### config.mk
export PLATFORM = sky130hd
export DESIGN_NAME = link_stat_bank
export DESIGN_NICKNAME = d
export VERILOG_FILES = /design/src/rtl/link_stat_pkg.sv /design/src/rtl/link_stat_wide_ctr.sv /design/src/rtl/link_stat_narrow_ctr.sv /design/src/rtl/link_stat_bank.sv
export SDC_FILE = /design/constraint.sdc
export NUM_CORES = 1
export LEC_CHECK = 0
export CORE_ASPECT_RATIO = 1.25
export CORE_MARGIN = 4
export CORE_UTILIZATION = 40
export DETAILED_ROUTE_END_ITERATION = 16
export DONT_BUFFER_PORTS = 1
export GPL_TIMING_DRIVEN = 0
export PLACE_DENSITY_LB_ADDON = 0.08
export SYNTH_ARGS = -nofsm -noshare
export SYNTH_HDL_FRONTEND = slang
export SYNTH_SLANG_ARGS = --single-unit
### constraint.sdc
create_clock -name clk -period 4.65 [get_ports clk]
set_input_delay 0.465 -clock clk [delete_from_list [all_inputs] [get_ports clk]]
set_output_delay 0.465 -clock clk [all_outputs]
set_load 0.01 [all_outputs]
### src/rtl/link_stat_pkg.sv
// Package: shared constants, address decode types and decode function
// for the link statistics counter bank.
// Assumes a 5-bit register address space with the group in bits [3:2]
// and the word in bits [1:0].
package link_stat_pkg;

    localparam int ADDR_W      = 5;
    localparam int NUM_WIDE    = 3;
    localparam int WIDE_WORDS  = 3;
    localparam int NUM_NARROW  = 2;
    localparam int GRP_NARROW  = 3;

    typedef enum logic [1:0] {
        SEL_NONE   = 2'd0,
        SEL_WIDE   = 2'd1,
        SEL_NARROW = 2'd2
    } sel_kind_e;

    typedef struct packed {
        sel_kind_e  kind;
        logic [1:0] grp;
        logic [1:0] word;
    } sel_t;

    // Map a register address onto a counter group and word.
    function automatic sel_t decode_addr(input logic [ADDR_W-1:0] a);
        sel_t s;
        s.kind = SEL_NONE;
        s.grp  = a[3:2];
        s.word = a[1:0];
        if (a[ADDR_W-1:4] == '0) begin
            if (int'(a[3:2]) < NUM_WIDE && int'(a[1:0]) < WIDE_WORDS)
                s.kind = SEL_WIDE;
            else if (int'(a[3:2]) == GRP_NARROW && int'(a[1:0]) < NUM_NARROW)
                s.kind = SEL_NARROW;
        end
        return s;
    endfunction

endpackage

### src/rtl/link_stat_wide_ctr.sv
// Wide saturating event counter, read as several words.
// A read of word 0 returns the live low word and latches the upper words
// into holding registers. A read of the last word returns its held value
// and clears the live count. A coincident event restarts the count at 1.
// Assumes rd_idx is valid whenever rd_en is high.
module link_stat_wide_ctr #(
    parameter int WORD_W = 16,
    parameter int WORDS  = 3,
    localparam int TOT_W = WORD_W * WORDS,
    localparam int IDX_W = (WORDS > 1) ? $clog2(WORDS) : 1
) (
    input  logic              clk,
    input  logic              rst_n,
    input  logic              evt,
    input  logic              rd_en,
    input  logic [IDX_W-1:0]  rd_idx,
    output logic [WORD_W-1:0] rd_word
);

    localparam logic [TOT_W-1:0] CNT_MAX  = '1;
    localparam logic [IDX_W-1:0] IDX_LAST = IDX_W'(WORDS - 1);

    logic [TOT_W-1:0]  cnt;
    logic [WORD_W-1:0] hold [1:WORDS-1];
    logic              rd_first;
    logic              rd_last;

    assign rd_first = rd_en && (rd_idx == '0);
    assign rd_last  = rd_en && (rd_idx == IDX_LAST);

    // Live count: clear on last-word read, otherwise saturating increment.
    always_ff @(posedge clk) begin
        if (!rst_n)
            cnt <= '0;
        else if (rd_last)
            cnt <= evt ? TOT_W'(1) : '0;
        else if (evt && cnt != CNT_MAX)
            cnt <= cnt + TOT_W'(1);
    end

    // Holding registers: capture the upper words on a first-word read.
    always_ff @(posedge clk) begin
        if (!rst_n) begin
            for (int k = 1; k < WORDS; k++)
                hold[k] <= '0;
        end else if (rd_first) begin
            for (int k = 1; k < WORDS; k++)
                hold[k] <= cnt[k*WORD_W +: WORD_W];
        end
    end

    // Word select: live low word or a held upper word.
    always_comb begin
        rd_word = '0;
        if (rd_idx == '0)
            rd_word = cnt[WORD_W-1:0];
        for (int k = 1; k < WORDS; k++)
            if (rd_idx == IDX_W'(k))
                rd_word = hold[k];
    end

    p_count_step_r1: assert property (@(posedge clk) disable iff (!rst_n)
        (evt && !rd_en && cnt != CNT_MAX) |=> cnt == $past(cnt) + TOT_W'(1));
    p_hold_stable_r3: assert property (@(posedge clk) disable iff (!rst_n)
        !rd_first |=> $stable(hold[WORDS-1]));
    p_clear_on_last_r4: assert property (@(posedge clk) disable iff (!rst_n)
        (rd_last && !evt) |=> cnt == '0);
    p_restart_one_r5: assert property (@(posedge clk) disable iff (!rst_n)
        (rd_last && evt) |=> cnt == TOT_W'(1));
    p_saturate_r6: assert property (@(posedge clk) disable iff (!rst_n)
        (cnt == CNT_MAX && !rd_last) |=> cnt == CNT_MAX);

endmodule

### src/rtl/link_stat_narrow_ctr.sv
// Single-word saturating event counter that clears when it is read.
// An event in the reading cycle leaves the count at 1.
// Assumes the caller returns cnt as the read value in the reading cycle.
module link_stat_narrow_ctr #(
    parameter int W = 16
) (
    input  logic         clk,
    input  logic         rst_n,
    input  logic         evt,
    input  logic         rd_en,
    output logic [W-1:0] cnt
);

    localparam logic [W-1:0] CNT_MAX = '1;

    // Count events, saturating, cleared on read.
    always_ff @(posedge clk) begin
        if (!rst_n)
            cnt <= '0;
        else if (rd_en)
            cnt <= evt ? W'(1) : '0;
        else if (evt && cnt != CNT_MAX)
            cnt <= cnt + W'(1);
    end

    p_narrow_clear_r8: assert property (@(posedge clk) disable iff (!rst_n)
        (rd_en && !evt) |=> cnt == '0);
    p_narrow_restart_r8: assert property (@(posedge clk) disable iff (!rst_n)
        (rd_en && evt) |=> cnt == W'(1));
    p_narrow_sat_r6: assert property (@(posedge clk) disable iff (!rst_n)
        (cnt == CNT_MAX && !rd_en) |=> cnt == CNT_MAX);

endmodule

### src/rtl/link_stat_bank.sv
// Link statistics counter bank: three wide packet/CRC counters read as
// low/mid/high words with snapshot and clear-on-read, two 16-bit error
// counters that clear on read, and a registered 16-bit read port.
// Assumes event strobes are synchronous to clk and one cycle wide.
module link_stat_bank
    import link_stat_pkg::*;
#(
    parameter int WORD_W = 16
) (
    input  logic              clk,
    input  logic              rst_n,
    input  logic              ev_rx_ok,
    input  logic              ev_crc_bad,
    input  logic              ev_tx_pkt,
    input  logic              ev_rxerr_data,
    input  logic              ev_rxerr_idle,
    input  logic              rd_en,
    input  logic [ADDR_W-1:0] rd_addr,
    output logic [WORD_W-1:0] rd_data
);

    localparam int IDX_W = $clog2(WIDE_WORDS);

    logic [NUM_WIDE-1:0]   wide_evt;
    logic [NUM_NARROW-1:0] narrow_evt;
    logic [WORD_W-1:0]     wide_word  [NUM_WIDE];
    logic [WORD_W-1:0]     narrow_cnt [NUM_NARROW];
    logic [WORD_W-1:0]     sel_word;
    sel_t                  dec;

    assign wide_evt   = {ev_tx_pkt, ev_crc_bad, ev_rx_ok};
    assign narrow_evt = {ev_rxerr_idle, ev_rxerr_data};
    assign dec        = decode_addr(rd_addr);

    for (genvar g = 0; g < NUM_WIDE; g++) begin : g_wide
        logic rd_this;
        assign rd_this = rd_en && dec.kind == SEL_WIDE && dec.grp == 2'(g);
        link_stat_wide_ctr #(.WORD_W(WORD_W), .WORDS(WIDE_WORDS)) u_ctr (
            .clk     (clk),
            .rst_n   (rst_n),
            .evt     (wide_evt[g]),
            .rd_en   (rd_this),
            .rd_idx  (dec.word[IDX_W-1:0]),
            .rd_word (wide_word[g])
        );
    end

    for (genvar n = 0; n < NUM_NARROW; n++) begin : g_narrow
        logic rd_this;
        assign rd_this = rd_en && dec.kind == SEL_NARROW && dec.word == 2'(n);
        link_stat_narrow_ctr #(.W(WORD_W)) u_ctr (
            .clk   (clk),
            .rst_n (rst_n),
            .evt   (narrow_evt[n]),
            .rd_en (rd_this),
            .cnt   (narrow_cnt[n])
        );
    end

    // Read mux: pick the addressed word, zero for unmapped addresses.
    always_comb begin
        sel_word = '0;
        case (dec.kind)
            SEL_WIDE: begin
                for (int g = 0; g < NUM_WIDE; g++)
                    if (dec.grp == 2'(g))
                        sel_word = wide_word[g];
            end
            SEL_NARROW: begin
                for (int n = 0; n < NUM_NARROW; n++)
                    if (dec.word == 2'(n))
                        sel_word = narrow_cnt[n];
            end
            default: sel_word = '0;
        endcase
    end

    // Read data register: loads on a read strobe, holds otherwise.
    always_ff @(posedge clk) begin
        if (!rst_n)
            rd_data <= '0;
        else if (rd_en)
            rd_data <= sel_word;
    end

    p_rd_hold_r9: assert property (@(posedge clk) disable iff (!rst_n)
        !rd_en |=> $stable(rd_data));
    p_unmapped_zero_r10: assert property (@(posedge clk) disable iff (!rst_n)
        (rd_en && (rd_addr[4] || rd_addr[1:0] == 2'd3 ||
                   (rd_addr[3:2] == 2'd3 && rd_addr[1]))) |=> rd_data == '0);
    p_reset_clear_r11: assert property (@(posedge clk)
        !rst_n |=> rd_data == '0);

endmodule

==> impl_metrics.csv <==
group,metric,value,unit
layout,final_common_cell,"nor2_1",
synth,synth_top_area_share,26.4,%
power_and_ir_drop,p_comb_share,4.6,%
sta,final-hold-violation-count,0,
drt,route.vias.total,12200,
global_route,grt_overflow,0,
drt,route.detailed.drc,0,
layout,final_util,46.0,%
clocking,cts_sinks,288,
layout,final_area,16400,um2
floorplanning,core_area,35600,um2
floorplanning,ios,29,
synth,synth.distinct_cells,59,
power_and_ir_drop,power_density,348,nW/um2
worst_setup_path,rr_startpoint,"g_wide[1].u_ctr.cnt[7]",
sta,fmax,252,MHz
drt,wirelength,44100,um
sta,setup_viol,0,
synth,yosys.area.top_type,"dfxtp_1",
synth,async_flop_share,0,%
worst_setup_path,r2r_setup_slack,1.69,ns
clocking,cts_max_level,2,
layout,final_cell_mix,"204 x nor2_1, 192 x dfxtp_1, 114 x a21oi_1",
power_and_ir_drop,ir_drop,188,uV
sta,worst_slew_pin_slew,1.11,ns
placement,io_buffers,0,
placement,dp.cells,2100,
hold_path,min_path_type,"in -> reg",
power_and_ir_drop,p_sw,1.30,mW
worst_setup_path,worstPathRequired,5.02,ns
synth,synth-seq-cells,288,
floorplanning,die_w,179,um
synth,synth.avg_cell_area,8.97,um2
floorplanning,die_y,221,um
power_and_ir_drop,p_leak,5.29,nW
worst_setup_path,crit_top_cell,"clkbuf_1",
floorplanning,initial_core_util,40.8,%
global_route,antenna_found_initial,0,
drt,ant_nets,0,
clocking,clk_latency,0.52,ns
worst_setup_path,r2r-end,"g_wide[1].u_ctr.cnt[47]",
drt,first_pass_iters,5,
sta,slew_violations,0,
worst_setup_path,cpPeakStageDelay,0.71,ns
sta,final.min_clock_period,3.97,ns
clocking,clockRootBuffer,"clkbuf_16",
placement,gp_congestion,0.953,
power_and_ir_drop,clock_power_share,48.6,%
drt,via_per_inst,5.62,
synth,yosysWarnings,0,
synth,ys_seq_area_share,46.2,%
sta,relSlewSlack,25.5,%
clocking,cts_buffers,34,
sta,fin_skew,0.0112,ns
global_route,grtUsageTotal,22.0,%
worst_setup_path,worstSetupEndpointType,"register",
worst_setup_path,critPathLaunchType,"primary input",
clocking,post_cts_buffers,0,
sta,rsz0062_at_grt,"false",
synth,synth_edf_count,96,
worst_setup_path,crit_fanout,10,
clocking,cts-hold-fix-buffers,0,
power_and_ir_drop,p_total,5.70,mW
power_and_ir_drop,p_sw_share,22.9,%
worst_setup_path,critPathKind,"in -> reg",
global_route,grt_pass1_wl,68400,um
placement,place_area,15300,um2
synth,synth_top_cells_by_area,"dfxtp_1 26%, edfxtp_1 20%, nor2_1 5.3%",
floorplanning,num_rows,77,
power_and_ir_drop,p_seq_share,46.8,%
worst_setup_path,critical_path_arrival,4.34,ns
sta,period_share,85.4,%
layout,area_growth,12.8,%
synth,syn_inst,1623,
worst_setup_path,path_cells,"clkbuf_1 > buf_1 > or3_1 > ha_1 > buf_2 > nand3b_1 > or2_2 > nor3_1 > clkbuf_1 > and2_1",
clocking,cts_tree,"yes",
power_and_ir_drop,internal_power,4.40,mW
clocking,cts.path.max_buffers,3,
layout,num_antenna_cells,0,
flow_run,drv_cap,0,
placement,dpl.hpwl,32600,um
hold_path,hold_start,"ev_rxerr_data",
drt,wl_per_cell,20.4,um
layout,layout-drive-gt1-share,5.98,%
global_route,grt_pass1_vias,11700,
clocking,post_cts_resized,0,
global_route,grt_max_degree,22,
synth,synth_nets,1643,
layout,instances_no_fill,2162,
floorplanning,die_area,39500,um2
hold_path,hold_path_depth,2,
clocking,path_clk_slew,0.06,ns
hold_path,min_to,"g_narrow[0].u_ctr.cnt[0]",
synth,synth_area,14600,um2
outcome,status,"completed",
layout,nets,1682,
synth,synth_ff_type,"dfxtp_1",
drt,drtIter0Drc,902,
worst_setup_path,slowest_stage,"nor3_1",
worst_setup_path,reg2reg_depth,6,
[state kept, by name, summed over array words and instances (netlist names)]
register / cells
g_wide.u_ctr.cnt: 144
g_wide.u_ctr.hold: 96
g_narrow.u_ctr.cnt: 32
rd_data: 16
[kinds of logic (layout without fill, tap and decap cells)]
logic type | Yosys count | after routing | synth area share (%)
AOI/OAI and AO/OA | 280 | 280 | 11.2
xor gates and xnor gates | 95 | 95 | 5.72
adders and majority gates | 7 | 7 | 0.602
buffers and inverters | 104 | 169 | 2.79
DFF | 288 | 288 | 46.2
muxes | 69 | 69 | 4.81
and+or+nand+nor | 780 | 780 | 28.6
[routing by layer]
metal	track usage, %	share of wire (%)
met4	7.75	3.6
met5	0	0
met2	37.1	48
met1	28.7	43
met3	3.02	4.9
[final cells by class]
cell class	count	area, um2
Sequential cell	288	6730
Timing Repair Buffer	3	70.1
Tap cell	474	593
Fill cell	3481	19200
Clock inverter	16	158
Clock buffer	46	1000
Inverter	19	71.3
Multi-Input combinational cell	1231	7460
Buffer	85	335
[synth_stat cells (all sizes together) (21+ instances only)]
cell,number
a21oi,114
and2,103
and3,23
and4,25
buf,21
clkbuf,64
dfxtp,192
edfxtp,96
mux2i,62
nand2,98
nand3,82
nand4,62
nor2,204
nor3,49
nor4,25
o21ai,88
or3,49
or4,24
xnor2,66
xor2,29
[power by group through the flow]
stage | Clock (mW) | Combinational [mW] | Sequential (mW)
floorplan | 0 | 0.165 | 2.72
global placement | 0 | 0.248 | 2.73
detailed placement | 0 | 0.261 | 2.73
CTS | 2.82 | 0.261 | 2.67
global route | 2.93 | 0.285 | 2.68
finish | 2.77 | 0.261 | 2.67
[critical path: cells and delay by family]
| family | cells | cell delay [ns] |
|---|---|---|
| simple gates | 5 | 2.04 |
| fa+ha+maj | 1 | 0.14 |
| buf+inv | 4 | 1.68 |
[worst max path at each step]
| stage | slack, ns | startpoint | to | depth (start not counted) |
|---|---|---|---|---|
| after floorplan | 0.09 | rd_addr[1] | g_wide[2].u_ctr.hold[1][0] | 7 |
| after global placement | -1.51 | rd_addr[1] | g_wide[2].u_ctr.hold[2][6] | 7 |
| after detailed placement | 0.24 | rd_addr[1] | g_wide[0].u_ctr.hold[2][9] | 10 |
| after CTS | 0.77 | rd_addr[1] | g_wide[0].u_ctr.hold[2][9] | 10 |
| after global routing | 0.47 | rd_addr[1] | g_wide[0].u_ctr.cnt[36] | 11 |
| final | 0.68 | rd_addr[1] | g_wide[0].u_ctr.hold[2][9] | 10 |
[metrics by stage]
stage	hold WS [ns]	setup WS, ns	setup TNS, ns
4_1_cts	0.0775	0.769	0
3_3_place_gp	0.484	-1.51	-106.49
2_1_floorplan	0.452	0.0895	0
6_report	0.0912	0.677	0
5_1_grt	0.0958	0.470	0
3_5_place_dp	0.491	0.235	0
(Power assumes the default switching activity.)
